===== src/rtl/dms_pkg.sv =====
package dms_pkg;
   localparam int MODE_W = 8;
   localparam int NCLS   = 3;

   localparam logic [MODE_W-1:0] UDMA_BASE  = 8'h40;
   localparam logic [MODE_W-1:0] MWDMA_BASE = 8'h20;
   localparam logic [MODE_W-1:0] SWDMA_BASE = 8'h10;

   // class index order is the scan priority
   typedef enum logic [1:0] {
      CLS_UDMA  = 2'd0,
      CLS_MWDMA = 2'd1,
      CLS_SWDMA = 2'd2
   } cls_e;

   typedef enum logic {
      ST_IDLE = 1'b0,
      ST_SCAN = 1'b1
   } st_e;

   function automatic logic [MODE_W-1:0] class_base(input int c);
      case (c)
         0:       class_base = UDMA_BASE;
         1:       class_base = MWDMA_BASE;
         default: class_base = SWDMA_BASE;
      endcase
   endfunction
endpackage


===== src/rtl/dms_udma_mask.sv =====
module dms_udma_mask
   import dms_pkg::*;
#(
   parameter int ID_W   = 16,
   parameter int MASK_W = 8
) (
   input  logic              fv_ultra,
   input  logic [ID_W-1:0]   drive_word,
   input  logic [MASK_W-1:0] host_mask,
   input  logic              filt_sel,
   input  logic [MASK_W-1:0] filt_mask,
   input  logic              cable_80w,
   input  logic [MODE_W-1:0] req_mode,
   output logic [MASK_W-1:0] mask
);
   localparam logic [MODE_W-1:0] CLAMP_ABOVE = UDMA_BASE + 8'd2;
   localparam logic [MASK_W-1:0] LOW3 = MASK_W'(7);

   logic [MASK_W-1:0] src;
   logic [MASK_W-1:0] raw;
   logic              cut;

   generate
      if (ID_W > MASK_W) begin : g_spare
         logic unused_hi;
         assign unused_hi = ^drive_word[ID_W-1:MASK_W];
      end
   endgenerate

   always_comb begin
      src  = filt_sel ? filt_mask : host_mask;
      raw  = src & drive_word[MASK_W-1:0];
      cut  = (req_mode > CLAMP_ABOVE) && (|raw[6:3]) && !cable_80w;
      mask = '0;
      if (fv_ultra)
         mask = cut ? (raw & LOW3) : raw;
   end

   // fast modes never survive a short cable once the request exceeds mode 2
   always_comb begin
      if (fv_ultra && !cable_80w && (req_mode > CLAMP_ABOVE) && (mask != '0))
         assert_clamp_R6: assert (mask[6:3] == 4'b0000);
   end
endmodule


===== src/rtl/dms_dma_mask.sv =====
module dms_dma_mask #(
   parameter int ID_W       = 16,
   parameter int MASK_W     = 8,
   parameter bit HAS_LEGACY = 1'b0
) (
   input  logic              fv_dma,
   input  logic [ID_W-1:0]   drive_word,
   input  logic [MASK_W-1:0] host_mask,
   input  logic [7:0]        legacy_mode,
   output logic [MASK_W-1:0] mask
);
   logic [MASK_W-1:0] word_mask;

   assign word_mask = drive_word[MASK_W-1:0] & host_mask;

   generate
      if (ID_W > MASK_W) begin : g_spare
         logic unused_hi;
         assign unused_hi = ^drive_word[ID_W-1:MASK_W];
      end

      if (HAS_LEGACY) begin : g_legacy
         logic [MASK_W-1:0] conv;
         always_comb begin
            case (legacy_mode)
               8'd1:    conv = MASK_W'(3);
               8'd2:    conv = MASK_W'(7);
               default: conv = '0;
            endcase
            mask = fv_dma ? word_mask : (conv & host_mask);
         end
      end else begin : g_plain
         logic unused_legacy;
         assign unused_legacy = ^legacy_mode;
         assign mask = fv_dma ? word_mask : '0;
      end
   endgenerate
endmodule


===== src/rtl/dms_msb_index.sv =====
module dms_msb_index #(
   parameter int W = 8,
   localparam int IDX_W = (W > 1) ? $clog2(W) : 1
) (
   input  logic [W-1:0]     vec,
   output logic [IDX_W-1:0] idx,
   output logic             any
);
   always_comb begin
      idx = '0;
      any = |vec;
      for (int i = 0; i < W; i++)
         if (vec[i]) idx = IDX_W'(i);
   end
endmodule


===== src/rtl/dms_ctrl.sv =====
module dms_ctrl
   import dms_pkg::*;
#(
   localparam int SEL_W = $clog2(NCLS)
) (
   input  logic                         clk,
   input  logic                         rst_n,
   input  logic                         start,
   input  logic                         blocked,
   input  logic [NCLS-1:0]              cls_ok,
   input  logic [NCLS-1:0][MODE_W-1:0]  cls_cand,
   output logic                         load,
   output logic                         busy,
   output logic                         done,
   output logic [MODE_W-1:0]            mode_out
);
   localparam logic [SEL_W-1:0] LAST = SEL_W'(NCLS - 1);

   st_e             st;
   logic [SEL_W-1:0] sel;

   assign load = (st == ST_IDLE) && start;
   assign busy = (st == ST_SCAN);

   always_ff @(posedge clk) begin
      if (!rst_n) begin
         st       <= ST_IDLE;
         sel      <= '0;
         done     <= 1'b0;
         mode_out <= '0;
      end else begin
         done <= 1'b0;
         case (st)
            ST_IDLE: begin
               if (start) begin
                  sel <= '0;
                  if (blocked) begin
                     mode_out <= '0;
                     done     <= 1'b1;
                  end else begin
                     st <= ST_SCAN;
                  end
               end
            end
            ST_SCAN: begin
               if (cls_ok[sel]) begin
                  mode_out <= cls_cand[sel];
                  done     <= 1'b1;
                  st       <= ST_IDLE;
               end else if (sel == LAST) begin
                  mode_out <= '0;
                  done     <= 1'b1;
                  st       <= ST_IDLE;
               end else begin
                  sel <= sel + 1'b1;
               end
            end
            default: st <= ST_IDLE;
         endcase
      end
   end

   assert_done_pulse_R1: assert property (@(posedge clk) disable iff (!rst_n)
      done |=> !done);

   assert_sel_range_R3: assert property (@(posedge clk) disable iff (!rst_n)
      busy |-> (sel <= LAST));
endmodule


===== src/rtl/dma_mode_sel.sv =====
module dma_mode_sel
   import dms_pkg::*;
#(
   parameter int ID_W   = 16,
   parameter int MASK_W = 8
) (
   input  logic              clk,
   input  logic              rst_n,
   input  logic              start,
   input  logic [ID_W-1:0]   field_valid,
   input  logic [ID_W-1:0]   udma_word,
   input  logic [ID_W-1:0]   mwdma_word,
   input  logic [ID_W-1:0]   swdma_word,
   input  logic [7:0]        legacy_sw_mode,
   input  logic [MASK_W-1:0] host_udma_mask,
   input  logic [MASK_W-1:0] host_mwdma_mask,
   input  logic [MASK_W-1:0] host_swdma_mask,
   input  logic              filt_sel,
   input  logic [MASK_W-1:0] filt_udma_mask,
   input  logic              non_disk,
   input  logic              host_no_atapi_dma,
   input  logic              cable_80w,
   input  logic [7:0]        req_mode,
   output logic              busy,
   output logic              done,
   output logic [7:0]        mode_out
);
   localparam int IDX_W = $clog2(MASK_W);

   generate
      if (MASK_W < 7 || MASK_W > 16 || ID_W < MASK_W) begin : g_bad_cfg
         $error("dma_mode_sel: MASK_W must be 7..16 and no wider than ID_W");
      end
   endgenerate

   // request capture
   logic [2:1]        fv_q;
   logic [ID_W-1:0]   uw_q, mw_q, sw_q;
   logic [7:0]        leg_q;
   logic [MASK_W-1:0] hu_q, hm_q, hs_q, fm_q;
   logic              fsel_q, c80_q, blk_q;
   logic [7:0]        req_q;
   logic              load;
   logic              blocked;
   logic              unused_fv;

   assign blocked   = non_disk && host_no_atapi_dma;
   assign unused_fv = field_valid[0] ^ (^field_valid[ID_W-1:3]);

   always_ff @(posedge clk) begin
      if (!rst_n) begin
         fv_q   <= '0;
         uw_q   <= '0;
         mw_q   <= '0;
         sw_q   <= '0;
         leg_q  <= '0;
         hu_q   <= '0;
         hm_q   <= '0;
         hs_q   <= '0;
         fm_q   <= '0;
         fsel_q <= 1'b0;
         c80_q  <= 1'b0;
         blk_q  <= 1'b0;
         req_q  <= '0;
      end else if (load) begin
         fv_q   <= field_valid[2:1];
         uw_q   <= udma_word;
         mw_q   <= mwdma_word;
         sw_q   <= swdma_word;
         leg_q  <= legacy_sw_mode;
         hu_q   <= host_udma_mask;
         hm_q   <= host_mwdma_mask;
         hs_q   <= host_swdma_mask;
         fm_q   <= filt_udma_mask;
         fsel_q <= filt_sel;
         c80_q  <= cable_80w;
         blk_q  <= blocked;
         req_q  <= req_mode;
      end
   end

   // per-class masks
   logic [NCLS-1:0][MASK_W-1:0] cls_mask;

   dms_udma_mask #(.ID_W(ID_W), .MASK_W(MASK_W)) u_umask (
      .fv_ultra   (fv_q[2]),
      .drive_word (uw_q),
      .host_mask  (hu_q),
      .filt_sel   (fsel_q),
      .filt_mask  (fm_q),
      .cable_80w  (c80_q),
      .req_mode   (req_q),
      .mask       (cls_mask[CLS_UDMA])
   );

   dms_dma_mask #(.ID_W(ID_W), .MASK_W(MASK_W), .HAS_LEGACY(1'b0)) u_mwmask (
      .fv_dma      (fv_q[1]),
      .drive_word  (mw_q),
      .host_mask   (hm_q),
      .legacy_mode (leg_q),
      .mask        (cls_mask[CLS_MWDMA])
   );

   dms_dma_mask #(.ID_W(ID_W), .MASK_W(MASK_W), .HAS_LEGACY(1'b1)) u_swmask (
      .fv_dma      (fv_q[1]),
      .drive_word  (sw_q),
      .host_mask   (hs_q),
      .legacy_mode (leg_q),
      .mask        (cls_mask[CLS_SWDMA])
   );

   // per-class candidate codes
   logic [NCLS-1:0]             cls_ok;
   logic [NCLS-1:0][MODE_W-1:0] cls_cand;

   generate
      for (genvar c = 0; c < NCLS; c++) begin : g_cls
         localparam logic [MODE_W-1:0] BASE = class_base(c);
         logic [IDX_W-1:0]  top_idx;
         logic              has_bit;
         logic [MODE_W-1:0] full;

         dms_msb_index #(.W(MASK_W)) u_msb (
            .vec (cls_mask[c]),
            .idx (top_idx),
            .any (has_bit)
         );

         assign full        = BASE + MODE_W'(top_idx);
         assign cls_ok[c]   = has_bit && (req_q >= BASE);
         assign cls_cand[c] = (full < req_q) ? full : req_q;
      end
   endgenerate

   dms_ctrl u_ctrl (
      .clk      (clk),
      .rst_n    (rst_n),
      .start    (start),
      .blocked  (blocked),
      .cls_ok   (cls_ok),
      .cls_cand (cls_cand),
      .load     (load),
      .busy     (busy),
      .done     (done),
      .mode_out (mode_out)
   );

   assert_busy_hold_R1: assert property (@(posedge clk) disable iff (!rst_n)
      (busy && start) |=> $stable(req_q));

   assert_blocked_zero_R2: assert property (@(posedge clk) disable iff (!rst_n)
      (done && blk_q) |-> (mode_out == 8'h00));

   assert_le_req_R9: assert property (@(posedge clk) disable iff (!rst_n)
      done |-> (mode_out <= req_q));

   assert_class_code_R10: assert property (@(posedge clk) disable iff (!rst_n)
      (done && mode_out != 8'h00) |-> $onehot(mode_out[7:4]));
endmodule


===== config.mk =====
export PLATFORM = sky130hd
export DESIGN_NAME = dma_mode_sel
export DESIGN_NICKNAME = d
export VERILOG_FILES = /design/src/rtl/dms_pkg.sv /design/src/rtl/dms_udma_mask.sv /design/src/rtl/dms_dma_mask.sv /design/src/rtl/dms_msb_index.sv /design/src/rtl/dms_ctrl.sv /design/src/rtl/dma_mode_sel.sv
export SDC_FILE = /design/constraint.sdc
export NUM_CORES = 1
export LEC_CHECK = 0
export ABC_AREA = 1
export BUFFER_PORTS_ARGS = -buffer_cell sky130_fd_sc_hd__buf_2
export CORE_ASPECT_RATIO = 0.5
export CORE_MARGIN = 3
export CORE_UTILIZATION = 50
export DETAILED_ROUTE_END_ITERATION = 12
export PLACE_DENSITY = 0.87
export RECOVER_POWER = 100
export SYNTH_ARGS = -nofsm -noshare
export SYNTH_HDL_FRONTEND = slang
export SYNTH_SLANG_ARGS = --single-unit

===== constraint.sdc =====
create_clock -name clk -period 3 [get_ports clk]
set_clock_uncertainty 0.15 [all_clocks]
set_input_delay 0.3 -clock clk [delete_from_list [all_inputs] [get_ports clk]]
set_output_delay 0.3 -clock clk [all_outputs]
set_load 0.02 [all_outputs]

# [Yosys cells after proc, flatten, opt, wreduce, memory -nomap -nowiden]
# Cells that the tools add are included.
[op_classes] n_addsub=4 order_cmp=8 n_eq_ne=8 n_mux=53 bitwise_logic=5 n_reduce_logical=14
[op_table] op="two-way mux 8 bit" n=13
[op_table] op="two-way mux 3 bit" n=12
[op_table] op="bitwise AND 8 bit" n=3
[op_table] op="OR reduction 8 bit" n=3
[op_table] op="two-way mux 2 bit" n=9
[op_table] op="binary-select mux 8 bit (select 2 bit)" n=1
[op_table] op="case mux 8 bit (2 select lines)" n=1
[op_table] op="two-way mux 1 bit" n=12
[op_table] op="adder 7 x 3 -> 8 bit, first input constant" n=1
[op_table] op="bitwise AND 3 x 8 -> 8 bit" n=1
[op_table] op="== test 8 x 1 -> 1 bit, second input constant" n=1
[op_table] op="== test 8 x 2 -> 1 bit, second input constant" n=1
[op_table] op=">= comparator 8 x 5 -> 1 bit, second input constant" n=1
[op_table] op=">= comparator 8 x 6 -> 1 bit, second input constant" n=1
[op_table] op=">= comparator 8 x 7 -> 1 bit, second input constant" n=1
[op_table] op="greater-than comparator 8 x 7 -> 1 bit, second input constant" n=1
[op_table] op="less-than comparator 6 x 8 -> 1 bit" n=1
[op_table] op="less-than comparator 7 x 8 -> 1 bit" n=1
[op_table] op="less-than comparator 8 bit" n=1
[op_table] op="!= test 2 bit, second input constant" n=4
[op_table] op="adder 6 x 3 -> 7 bit, first input constant" n=1
[op_table] op="logical AND 1 bit" n=7
[op_table] op="adder 5 x 3 -> 6 bit, first input constant" n=1
[op_table] op="case mux 3 bit (2 select lines)" n=1
[op_table] op="other kinds (11)" n=13
[word_totals] regBits=88 output_inout_bits=10 elab_cells=108

# [Longest topological paths before layout]
# Gate-level depths: netlist of the first run.
[logic_depth] word_depth=21 ltp_mapped=26 depth_no_buf=25

# [Cells and area by module]
# Synthesis of the first run repeated with hierarchy kept, for this count alone.
[hier_totals] cells_unflattened=802 area_unflattened_um2=5321.4
[by_module_without_submodules] module="dma_mode_sel" instances=1 cells_per_inst=514 area_per_inst_um2=3826.2 seq_area_each_um2=2001.9
[by_module_without_submodules] module="dms_ctrl" instances=1 cells_per_inst=116 area_per_inst_um2=773.2 seq_area_each_um2=240.2
[by_module_without_submodules] module="dms_udma_mask" instances=1 cells_per_inst=57 area_per_inst_um2=264.0 seq_area_each_um2=0.0
[by_module_without_submodules] module="dms_msb_index" instances=3 cells_per_inst=20 area_per_inst_um2=77.6 seq_area_each_um2=0.0
[by_module_without_submodules] module="dms_dma_mask (u_swmask)" instances=1 cells_per_inst=38 area_per_inst_um2=161.4 seq_area_each_um2=0.0
[by_module_without_submodules] module="dms_dma_mask (u_mwmask)" instances=1 cells_per_inst=17 area_per_inst_um2=63.8 seq_area_each_um2=0.0

# [Worst setup path before layout of the first run]
# Ideal clock, no wire load.
[synth_path] kind="register to register" from="register fv_q[1] in the netlist's numbering" to="register u_ctrl.mode_out[0]" arrival_ps=2120 slack_ps=597 path_stages_with_launch=18 n_path_buf=1 cell_sequence="dfxtp_1 > buf_2 > nand3_1 > nand2_1 > inv_1 > a21oi_1 > inv_1 > ha_1 > a21oi_1 > nor2_1 > o21ai_0 > o21ai_0 > a21oi_1 > o21ai_0 > nand2_1 > nand2_1 > nand2_1 > a21oi_2"
[synth_via] elab_chain_len=15
[synth_rtl] element="from (decl)" line="dma_mode_sel.sv:37" source="logic [2:1] fv_q;"
[synth_rtl] element="from (signal assigned)" line="dma_mode_sel.sv:66" source="fv_q <= field_valid[2:1];"
[synth_rtl] element="two-way mux 8 bit (on tied branches)" line="dms_dma_mask.sv:35, dms_dma_mask.sv:30"
[synth_rtl] element="two-way mux 1 bit" line="dms_msb_index.sv:13" source="if (vec[i]) idx = IDX_W'(i);"
[synth_rtl] element="two-way mux 2 bit (2 in a row)" line="dms_msb_index.sv:13"
[synth_rtl] element="two-way mux 3 bit (4 in a row)" line="dms_msb_index.sv:13"
[synth_rtl] element="adder 6 x 3 -> 7 bit / adder 5 x 3 -> 6 bit (equally long branches)" line="dma_mode_sel.sv:129" source="assign full = BASE + MODE_W'(top_idx);"
[synth_rtl] element="less-than comparator 7 x 8 -> 1 bit / less-than comparator 6 x 8 -> 1 bit (equally long branches)" line="dma_mode_sel.sv:131" source="assign cls_cand[c] = (full < req_q) ? full : req_q;"
[synth_rtl] element="two-way mux 8 bit" line="dma_mode_sel.sv:131"
[synth_rtl] element="binary-select mux 8 bit (select 2 bit)" line="dms_ctrl.sv:47" source="mode_out <= cls_cand[sel];"
[synth_rtl] element="two-way mux 8 bit (implied by the code)" line="dms_ctrl.sv:47"
[synth_rtl] element="two-way mux 8 bit" line="dms_ctrl.sv:46" source="if (cls_ok[sel]) begin"
[synth_rtl] element="case mux 8 bit (2 select lines)" line="dms_ctrl.sv:33" source="case (st)"
[synth_rtl] element="to (signal assigned)" line="dms_ctrl.sv:47"
[synth_rtl] element="to (decl)" line="dms_ctrl.sv:15" source="output logic [MODE_W-1:0] mode_out"
# Parallel ways exist; a longest one is shown, timed or not. The select of a mux whose other input is x is not followed.
# A chain may end at the register's enable or synchronous reset.

# [Final worst setup path of the first run]
[layout_path] from="register fsel_q" to="register u_ctrl.mode_out[0]"
[layout_via] elab_chain_len=19
[layout_rtl] element="from (decl)" line="dma_mode_sel.sv:41" source="logic fsel_q, c80_q, blk_q;"
[layout_rtl] element="from (signal assigned)" line="dma_mode_sel.sv:75" source="fsel_q <= filt_sel;"
[layout_rtl] element="two-way mux 8 bit *" line="dms_udma_mask.sv:31" source="src = filt_sel ? filt_mask : host_mask;"
[layout_rtl] element="bitwise AND 8 bit *" line="dms_udma_mask.sv:32" source="raw = src & drive_word[MASK_W-1:0];"
[layout_rtl] element="OR reduction 4 bit" line="dms_udma_mask.sv:33" source="cut = (req_mode > CLAMP_ABOVE) && (|raw[6:3]) && !cable_80w;"
[layout_rtl] element="logical AND 1 bit (2 in a row)" line="dms_udma_mask.sv:33"
[layout_rtl] element="two-way mux 8 bit *" line="dms_udma_mask.sv:36" source="mask = cut ? (raw & LOW3) : raw;"
[layout_rtl] element="two-way mux 8 bit *" line="dms_udma_mask.sv:35" source="if (fv_ultra)"
[layout_rtl] element="two-way mux 2 bit" line="dms_msb_index.sv:13"
[layout_rtl] element="two-way mux 3 bit (4 in a row)" line="dms_msb_index.sv:13"
[layout_rtl] element="adder 7 x 3 -> 8 bit" line="dma_mode_sel.sv:129"
[layout_rtl] element="less-than comparator 8 bit" line="dma_mode_sel.sv:131"
[layout_rtl] element="two-way mux 8 bit" line="dma_mode_sel.sv:131"
[layout_rtl] element="binary-select mux 8 bit (select 2 bit)" line="dms_ctrl.sv:47"
[layout_rtl] element="two-way mux 8 bit (implied by the code)" line="dms_ctrl.sv:47"
[layout_rtl] element="two-way mux 8 bit" line="dms_ctrl.sv:46"
[layout_rtl] element="case mux 8 bit (2 select lines)" line="dms_ctrl.sv:33"
# Every way passes the cells marked *; elsewhere a longest branch is shown, timed or not. The select of a mux whose other input is x is not followed.

==> qor.txt, run 1 <==
Status = completed
Yosys warnings = 0
Vias in the first global route = 3768
Final hold violation count = 0
EDFF count, synth = 0
Final Util = 0.6509
Filler cell count = 688
Syn Inst Count = 599
Syn_nets = 725
Seq/Total Area, Yosys = 0.4277
CTS tree = done
Die W = 134.4 um
Vias per std cell = 5.145
Pwr Total = 3007 uW
Syn Area/Cell = 6.876 um^2
Asr flop ratio synth = 0
Highest clock rate = 367.6 MHz
Tcrit/Tclk final = 0.9067
Setup Viol. Count Final = 0
Proportion of layout cells with a drive suffix above 1 = 0.1855
PortBufs = 90
Clock transition at path regs = 0.07 ns
WP data arrival = 2.79 ns
Fin Setup TNS = 0 ns
Drt pass-1 iters = 5
Total routed wirelength = 10480 um
Gpl congestion = 0.9400
Starting density of the core = 0.5383
Die area = 0.009429 mm^2
CP startpoint kind = register
CP Max Fanout = 9
Tot GR Track Use = 0.2237
Max IR drop VDD = 0.3418 mV
Row count = 22
Leak pwr = 0.002356 uW
Synth cell types = 38
Max-Cap Viols = 0
CP Capture Type = register
Area growth syn-to-layout = 20.93%
DIE HEIGHT = 70.18 um
Min cycle time layout = 2.720 ns
Post-route non-filler standard cell count = 798
Core area = 0.007652 mm^2
Critical path class = register to register
Largest net degree at the start of global routing = 40
Slew HR = 0.3495
WL/cell = 13.13 um
TritonCTS Buffers = 9
Initial DRC Count = 393
Hpwl dp = 7703 um
# placed instances = 782
Max-slew violation count = 0
Root buf cell = clkbuf_16
GRT overflow = 0
Cts hold-fix bufs = 0
Worst-Margin Slew = 0.9758 ns
Diode count = 0
Tightest hold margin = 0.05697 ns
First-pass GRT wire length = 17220 um
Initial antenna violation count = 0
Post-Syn Area = 0.004119 mm^2
#FFs+latches synth = 88
Register area = 0.001764 mm^2
H-tree Lvls = 3
Hold/Removal Path Class = primary input to register
Synth Flop Type = dfxtp_1
I/O pins = 129
Cell Pwr Density = 603.7 mW/mm^2
RSZ-0062 raised after global routing = false
Area of the multi-input gates = 0.002026 mm^2
Routed Antenna Nets = 0
Vias = 4106
Nets = 811
Max clock buf depth = 2
Clk_lat worst skew = 0.34 ns
CTS sink count = 88
# DRC = 0
WP data required = 3.07 ns
## critical path, cell delays in order, from the launching register on
cell and delay [ns]:
dfxtp_2 0.40, clkinv_4 0.11, nand2_1 0.12, nand3_2 0.10
nand2_1 0.09, inv_2 0.03, nand2_1 0.06, nand2_2 0.08
nand3b_1 0.12, and2_4 0.16, nand2_1 0.05, nand2_1 0.08
ha_1 0.24, nand2_1 0.07, nand2_1 0.05, nand2_1 0.05
nand2_1 0.05, nand2_2 0.10, nand2_1 0.10, nand2_1 0.07
nand3_1 0.06, nand2_1 0.09, nand2_1 0.06, nand2_1 0.07
a21oi_2 0.04
## registers in the layout, indices dropped and copies added, names as in the netlist
signal	count
fm_q	8
hm_q	8
hs_q	8
hu_q	8
leg_q	8
mw_q	8
req_q	8
sw_q	8
u_ctrl.mode_out	8
uw_q	8
fv_q	2
u_ctrl.sel	2
c80_q	1
fsel_q	1
u_ctrl.busy	1
u_ctrl.done	1
## cell families after synthesis
logic type               count (synthesis)  share of synthesized area
AO/OA/AOI/OAI                          139                     0.1807
adder cells (fa/ha/maj)                  7                    0.02126
buffers and inverters                   82                    0.07837
flip-flops                              88                     0.4277
AND/OR/NAND/NOR                        283                     0.2919
## what timing repair did
item	4_1_cts	5_1_grt
resized for setup	0	4
setup buffers	0	0
endpoints found under the setup margin	0	3
endpoints found under the hold margin	0	0
## layout make-up
class | count | area share
Tap cell | 108 | 0.02713
Multi-Input combinational cell | 429 | 0.4067
Clock buffer | 9 | 0.04521
Sequential cell | 88 | 0.3542
Clock inverter | 7 | 0.02035
Timing Repair Buffer | 103 | 0.1047
Inverter | 54 | 0.04170
## synth_stat cells, types with 2 or more instances
master	instances	area share
nor2_1	127	0.12
dfxtp_1	88	0.43
o21ai_0	89	0.11
buf_2	2	0.0024
ha_1	7	0.021
nand3_1	33	0.040
nand2_1	96	0.087
clkinv_1	2	0.0018
nor3_1	2	0.0024
a21oi_2	3	0.0064
or2_0	3	0.0046
nand4_1	5	0.0076
buf_1	2	0.0018
clkbuf_1	23	0.021
inv_2	4	0.0036
nand2_2	5	0.0076
a21oi_1	38	0.046
nand3_2	4	0.0097
inv_1	47	0.043
## placed cells by master, fill, tap and decap left out, types with 2 or more instances in the layout
cell type and count:
nand2_1 96, clkinv_1 2, nor3_1 2, inv_1 48
o21ai_0 89, clkbuf_16 9, nor2_1 126, nand2_2 5
bufinv_16 2, inv_6 2, a21oi_1 40, ha_1 7
buf_4 9, or2_0 3, buf_2 80, nand3_2 4
inv_2 3, nand4_1 5, dfxtp_1 86, dfxtp_2 2
nand3_1 33, clkbuf_1 13
## report_power, final
part           total, uW  leakage, uW  internal (uW)  switching [uW]
clock network       1220     0.000158            740             480
logic                465      0.00147            174             291
registers           1320     0.000728           1260            61.4
total               3010      0.00236           2170             832
## final timing paths
kind	to	slack [ns]	from	cells after the start
worst max-delay path	u_ctrl.mode_out[0]	0.28	fsel_q	24
worst min-delay path	sw_q[0]	0.06	swdma_word[0]	3
worst max register to register	u_ctrl.mode_out[0]	0.28	fsel_q	24
worst min register to register	u_ctrl.mode_out[3]	0.30	u_ctrl.mode_out[3]	2
## stage by stage
stage	worst slack [ns]	cell area [um^2]
after floorplan	0.5969	4119
after global placement	0.3388	4690
after detailed placement	0.2797	4690
after CTS	0.2069	5016
after global routing	0.007666	4981
final	0.2798	4981
## per-layer routing
metal / part of all wire / vias up / global-route usage
met2: 0.44 / 141 / 0.3476
met4: 0.016 / 0 / 0.06998
met3: 0.065 / 17 / 0.04820
met5: 0 / - / 0
li1: - / 2116 / -
met1: 0.48 / 1832 / 0.3117
No activity file was read; power rests on OpenSTA's default activity.
==> run 2: changes to the inputs <==
CELL_PAD_IN_SITES_DETAIL_PLACEMENT = 1   (was default)
CELL_PAD_IN_SITES_GLOBAL_PLACEMENT = 1   (was default)
CORE_UTILIZATION = 35   (was 50)
PLACE_DENSITY = 0.88   (was 0.87)
==> run 2 against run 1 <==
Critical path depth down 9. Combinational power rose by 4.5%. Sequential cell count is the same. Via count stayed put. Clock power is 14% lower. Global-route usage down 3.2 points. Setup slack better by 0.018 ns. Non-clock buffer count shrank 1. Maximum frequency grew 0.66%. Sequential share of layout area is 0.24 points lower. Utilization fell by 20 points. Sequential power hardly changed. Critical path type unchanged. Highest routed layer unchanged.
==> qor.txt, run 2 (same netlist as run 1, synthesis figures left out) <==
Hpwl dp = 8890 um (+15%)
Crit path cell chain = nand3_1, nand2_1, nor2_1, inv_1, ha_1, inv_1, nor2_1, o21ai_0, o21ai_0, a21oi_1, o21ai_0, nand2_1, nand2_1, nand2_2, a21oi_2
Nets = 810 (-0.12%)
Fin Setup TNS = 0 ns (unchanged)
CP Capture Type = register
Vias per std cell = 4.842 (-5.9%)
Clock Power Share = 0.367 (-0.038)
H-tree Lvls = 3 (unchanged)
Vias = 4106 (unchanged)
Reg2reg start = fv_q[1]
Top delay family on crit path = simple AND/OR/NAND/NOR gates
DIE HEIGHT = 82.71 um (+18%)
Highest clock rate = 370.0 MHz (+0.66%)
R2R Path End = u_ctrl.mode_out[2]
WP data arrival = 2.77 ns (-0.02 ns)
CP Max Fanout = 6 (-3)
Vias in the first global route = 4094 (+8.7%)
Final hold violation count = 0 (unchanged)
Row count = 27 (+23%)
Core area = 0.01125 mm^2 (+47%)
Clock transition at path regs = 0.07 ns (about the same)
Critical Path End = u_ctrl.mode_out[2]
Largest net degree at the start of global routing = 54 (+35%)
Status = completed
Tot GR Track Use = 0.1916 (-0.03206)
Proportion of layout cells with a drive suffix above 1 = 0.1945 (+0.008978)
WHS Path Cells = 3 (unchanged)
Leak pwr = 0.002338 uW (-0.76%)
Total routed wirelength = 12270 um (+17%)
Int Pwr = 2006 uW (-7.7%)
Pwr Total = 2862 uW (-4.8%)
Hold/Removal Path Class = primary input to register
TritonCTS Buffers = 9 (unchanged)
Max-Cap Viols = 0 (unchanged)
Max IR drop VDD = 0.2381 mV (-30%)
Tcrit/Tclk final = 0.9008 (-0.005943)
Buf+Inv Stages, Crit Path = 2 (unchanged)
Min cycle time layout = 2.702 ns (-0.01783 ns)
Final Util = 0.4464 (-0.2045)
Area growth syn-to-layout = 21.93%
Psw = 855.8 uW (+2.8%)
CTS sink count = 88 (unchanged)
Starting density of the core = 0.3661 (-0.1721)
# DRC = 0 (unchanged)
Worst-Margin Slew = 1.066 ns (+0.09058 ns)
Die area = 0.01319 mm^2 (+40%)
Cell Pwr Density = 569.9 mW/mm^2 (-5.6%)
Setup Viol. Count Final = 0 (unchanged)
Cell depth of the worst setup path = 15 (-38%)
Cts hold-fix bufs = 0 (unchanged)
WL/cell = 14.46 um (+10%)
Most common cell after layout, fill and taps aside = nor2_1
CTS tree = done
I/O pins = 129 (unchanged)
Clk_lat worst skew = 0.35 ns (about the same)
Switching Share = 0.2990 (+0.02222)
Initial DRC Count = 167 (-58%)
GRT overflow = 0 (unchanged)
PortBufs = 90 (unchanged)
Max clock buf depth = 2 (unchanged)
Routed Antenna Nets = 0 (unchanged)
WP data required = 3.07 ns (about the same)
Worst R2R Setup Slack = 0.30 ns (+0.02 ns)
Root buf cell = clkbuf_16
CP startpoint kind = register
Max-slew violation count = 0 (unchanged)
First-pass GRT wire length = 19830 um (+15%)
Drt pass-1 iters = 4 (-1)
Worst Setup SP = fv_q[1]
Gpl congestion = 0.8671 (-7.8%)
Die W = 159.4 um (+19%)
Initial antenna violation count = 0 (unchanged)
Slew HR = 0.2891 (-0.06039)
Worst reg2reg path depth = 15 (-38%)
Critical path class = register to register
Slowest-stage cell, CP = nor2_1
Flop pwr share = 0.463 (+0.023)
Combinational fraction of design power = 0.170 (+0.015)
Commonest non-fill, non-tap cells in the layout = nor2_1, nand2_1, o21ai_0
Diode count = 0 (unchanged)
Crit-path max cell delay = 0.40 ns (about the same)
Filler cell count = 1498 (+120%)
run 2: cell count changes in the layout (fill, tap and decap cells not counted), sizes merged:
cell,before,now
bufinv,2,0
clkinvlp,1,2
run 2: area by class of cell:
cell class | instances | area [um^2] | share of cell area
clock inverters | 6 | 42.54 | 0.008470
flip-flops and latches | 88 | 1767 | 0.3518
clock buffers | 10 | 229.0 | 0.04559
inverters | 54 | 210.2 | 0.04185
repair buffers | 102 | 533.0 | 0.1061
multi-input cells | 429 | 2042 | 0.4066
well taps | 159 | 198.9 | 0.03961
run 2: power groups by stage:
stage / registers, uW / logic, uW / clock network [uW]
final: 1320 / 486 / 1050
after global routing: 1340 / 563 / 1140
after CTS: 1320 / 485 / 1080
after detailed placement: 1350 / 476 / 0
after floorplan: 1330 / 322 / 0
after global placement: 1340 / 457 / 0
run 2: repair_timing:
action / in CTS / in global routing
endpoints found under the setup margin: 0 / 3
setup buffers: 0 / 1
hold endpoints to repair: 0 / 0
gates resized for setup: 0 / 8
run 2: per-stage QoR:
stage	cells	setup WS, ns	instance area (um^2)	hold slack (ns)
2_1_floorplan	599	0.5969	4119	0.2792
6_report	848	0.2976	5022	0.04936
5_1_grt	848	-0.005565	5022	0.07310
3_5_place_dp	831	0.1932	4751	0.2813
3_3_place_gp	831	0.2926	4751	0.2755
4_1_cts	847	0.1249	5022	0.04427
run 2: layer usage:
| layer | vias to the layer above | part of all wire | global-route usage |
|---|---|---|---|
| li1 | 2115 | - | - |
| met1 | 1904 | 0.47 | 0.2394 |
| met2 | 68 | 0.47 | 0.3265 |
| met3 | 19 | 0.052 | 0.05929 |
| met4 | 0 | 0.013 | 0.05328 |
| met5 | - | 0 | 0 |
run 2: worst min path at each step:
stage / startpoint / end
3_3_place_gp: u_ctrl.mode_out[3] / u_ctrl.mode_out[3]
4_1_cts: mwdma_word[1] / mw_q[1]
5_1_grt: mwdma_word[3] / mw_q[3]
3_5_place_dp: u_ctrl.mode_out[3] / u_ctrl.mode_out[3]
6_report: mwdma_word[1] / mw_q[1]
2_1_floorplan: fm_q[3] / fm_q[3]
run 2: worst min-delay path, stage by stage:
cell	delay (ns)
buf_2	0.07
o21ai_0	0.07
nor2_1	0.07
==> run 3: changes to the inputs <==
BUFFER_PORTS_ARGS = -buffer_cell sky130_fd_sc_hd__buf_4   (was -buffer_cell sky130_fd_sc_hd__buf_2)
==> run 3 against run 2 <==
Combinational power is 7.8% higher. Utilization is 2.3 points higher. Setup slack worse by 0.11 ns. Sequential share of layout area is 1.7 points lower. Via count is 2.6% higher. Hold slack better by 0.0013 ns. Sequential power hardly changed. First-iteration DRC count is 4.8% lower. Routed wire length is 4.5% higher. Final cell count is 0.24% higher. Non-clock buffer count is 2 higher. Power is 8.8% higher. Critical endpoint is now u_ctrl.mode_out[1]. Largest power group unchanged. Highest routed layer unchanged.
==> qor.txt, run 3 (same netlist as run 1, synthesis figures left out) <==
Area growth syn-to-layout = 28.28%
Worst reg2reg path depth = 17 (+2)
WHS Path Cells = 3 (unchanged)
WP data required = 3.08 ns (about the same)
Buf+Inv Stages, Crit Path = 3 (+1)
Clock transition at path regs = 0.07 ns (about the same)
Tot GR Track Use = 0.1921 (+0.0004359)
Combinational fraction of design power = 0.168 (-0.002)
Commonest non-fill, non-tap cells in the layout = nor2_1, nand2_1, buf_4
Clock Power Share = 0.406 (+0.039)
Met1 usage = 0.2446 (+0.005174)
Pwr Total = 3114 uW (+8.8%)
Clk_lat worst skew = 0.35 ns (about the same)
Highest clock rate = 355.4 MHz (-4.0%)
Status = completed
R2R Path End = u_ctrl.mode_out[1]
CP Max Fanout = 7 (+1)
Initial antenna violation count = 0 (unchanged)
Leak pwr = 0.002444 uW (+4.5%)
Vias per std cell = 4.956 (+2.4%)
Slew HR = 0.3240 (+0.03493)
Most common cell after layout, fill and taps aside = nor2_1
CP startpoint kind = register
WL/cell = 15.08 um (+4.3%)
Worst R2R Setup Slack = 0.19 ns (-0.11 ns)
GRT overflow = 0 (unchanged)
Vias in the first global route = 4132 (+0.93%)
Reg2reg start = fv_q[1]
Initial DRC Count = 159 (-4.8%)
Fin Setup TNS = 0 ns (unchanged)
Critical path class = register to register
Drt pass-1 iters = 4 (unchanged)
Setup Viol. Count Final = 0 (unchanged)
GRT busiest layer = met2
Hold/Removal Path Class = primary input to register
H-tree Lvls = 3 (unchanged)
Die W = 159.4 um (unchanged)
Area of the multi-input gates = 0.002037 mm^2 (-0.25%)
Max-Cap Viols = 0 (unchanged)
CTS sink count = 88 (unchanged)
Top delay family on crit path = compound AO/OA/AOI/OAI gates
Min cycle time layout = 2.814 ns (+0.1115 ns)
Worst-Margin Slew = 1.014 ns (-0.05240 ns)
Int Pwr = 2235 uW (+11%)
Nets = 812 (+0.25%)
Hold path start = mwdma_word[3]
M2 GR Usage = 0.3329 (+0.006410)
Cell Pwr Density = 589.3 mW/mm^2 (+3.4%)
Largest net degree at the start of global routing = 53 (-1.9%)
Vias = 4213 (+2.6%)
Row count = 27 (unchanged)
TritonCTS Buffers = 9 (unchanged)
Pre-CTS setup slack = 0.1198 ns (-0.07342 ns)
CTS tree = done
Flop pwr share = 0.426 (-0.037)
Die area = 0.01319 mm^2 (unchanged)
Routed Antenna Nets = 0 (unchanged)
First-pass GRT wire length = 20070 um (+1.2%)
Hpwl dp = 9213 um (+3.6%)
Final hold violation count = 0 (unchanged)
Tcrit/Tclk final = 0.9380 (+0.03717)
Psw = 879.1 uW (+2.7%)
Filler cell count = 1473 (-1.7%)
# DRC = 0 (unchanged)
Slowest-stage cell, CP = dfxtp_2
Max-slew violation count = 0 (unchanged)
Switching Share = 0.2823 (-0.01671)
Hold endpoint = mw_q[3]
Crit-path max cell delay = 0.36 ns (-0.04 ns)
CP Capture Type = register
Crit path cell chain = buf_4, nand3_1, nand2_1, a21oi_1, buf_4, inv_1, ha_1, a21oi_1, nor2_1, o21ai_0, o21ai_1, a21oi_1, o21ai_0, nand2_1, nand2_1, nand2_1, a21oi_1
Diode count = 0 (unchanged)
I/O pins = 129 (unchanged)
Max clock buf depth = 2 (unchanged)
Starting density of the core = 0.3661 (unchanged)
Gpl congestion = 0.8638 (-0.38%)
Total routed wirelength = 12820 um (+4.5%)
Register area = 0.001768 mm^2 (about the same)
Proportion of layout cells with a drive suffix above 1 = 0.1939 (-0.0005629)
Max IR drop VDD = 0.2376 mV (-0.23%)
WP data arrival = 2.89 ns (+0.12 ns)
DIE HEIGHT = 82.71 um (unchanged)
Root buf cell = clkbuf_16
M3 GR Usage = 0.04136 (-0.01794)
Core area = 0.01125 mm^2 (unchanged)
Setup slack after layout = 0.1861 ns (-0.1115 ns)
PortBufs = 90 (unchanged)
[run 3: cell types whose count changed in the layout (fill, tap and decap cells not counted), moves of 2 or more]
cell,delta
buf_4,+83
a21oi_1,+2
clkinvlp_4,-2
nand2_2,-2
clkinv_2,-2
clkbuf_2,-2
nand2_1,+2
a21oi_2,-2
buf_2,-80
bufinv_16,+2
[run 3: repair_timing]
action,CTS,global route
hold buffers,0,0
buffers inserted,0,3
setup endpoints to repair,0,3
resized for setup,0,10
[run 3: cell type report]
class / instances / area share
Sequential cell: 88 / 0.3346
Tap cell: 159 / 0.03765
Inverter: 54 / 0.03978
Timing Repair Buffer: 104 / 0.1388
Clock inverter: 6 / 0.01847
Clock buffer: 10 / 0.04523
Multi-Input combinational cell: 429 / 0.3855
[run 3: per-stage QoR]
step | util | cells | hold WS [ns] | area, um^2
2_1_floorplan | - | 599 | 0.2792 | 4119
3_3_place_gp | 0.4412 | 831 | 0.2802 | 4964
3_5_place_dp | 0.4412 | 831 | 0.2814 | 4964
4_1_cts | 0.4711 | 847 | 0.04937 | 5300
5_1_grt | 0.4697 | 850 | 0.05253 | 5284
6_report | 0.4697 | 850 | 0.05063 | 5284
[run 3: layer usage]
| metal | wire [um] | vias up |
|---|---|---|
| li1 | - | 2117 |
| met1 | 5877 | 1995 |
| met2 | 6111 | 82 |
| met3 | 649 | 19 |
| met4 | 182 | 0 |
| met5 | 0 | - |
[run 3: worst max-delay path by stage]
stage / startpoint / to / slack (ns) / depth (start not counted)
2_1_floorplan: fv_q[1] / u_ctrl.mode_out[0] / 0.60 / 17
3_3_place_gp: fsel_q / u_ctrl.mode_out[1] / 0.29 / 24
3_5_place_dp: fsel_q / u_ctrl.mode_out[1] / 0.12 / 24
4_1_cts: fsel_q / u_ctrl.mode_out[1] / 0.08 / 24
5_1_grt: fv_q[1] / u_ctrl.mode_out[1] / -0.09 / 17
6_report: fv_q[1] / u_ctrl.mode_out[1] / 0.19 / 17
[run 3: power groups by stage]
stage / clock [uW] / sequential [uW] / combinational (uW)
3_3_place_gp: 0 / 1340 / 483
4_1_cts: 1280 / 1320 / 520
2_1_floorplan: 0 / 1330 / 322
6_report: 1260 / 1330 / 524
5_1_grt: 1340 / 1340 / 597
3_5_place_dp: 0 / 1350 / 509
[run 3: worst min-delay path, cell delays in order]
cell and delay, ns:
buf_4 0.07, o21ai_0 0.07, nor2_1 0.08
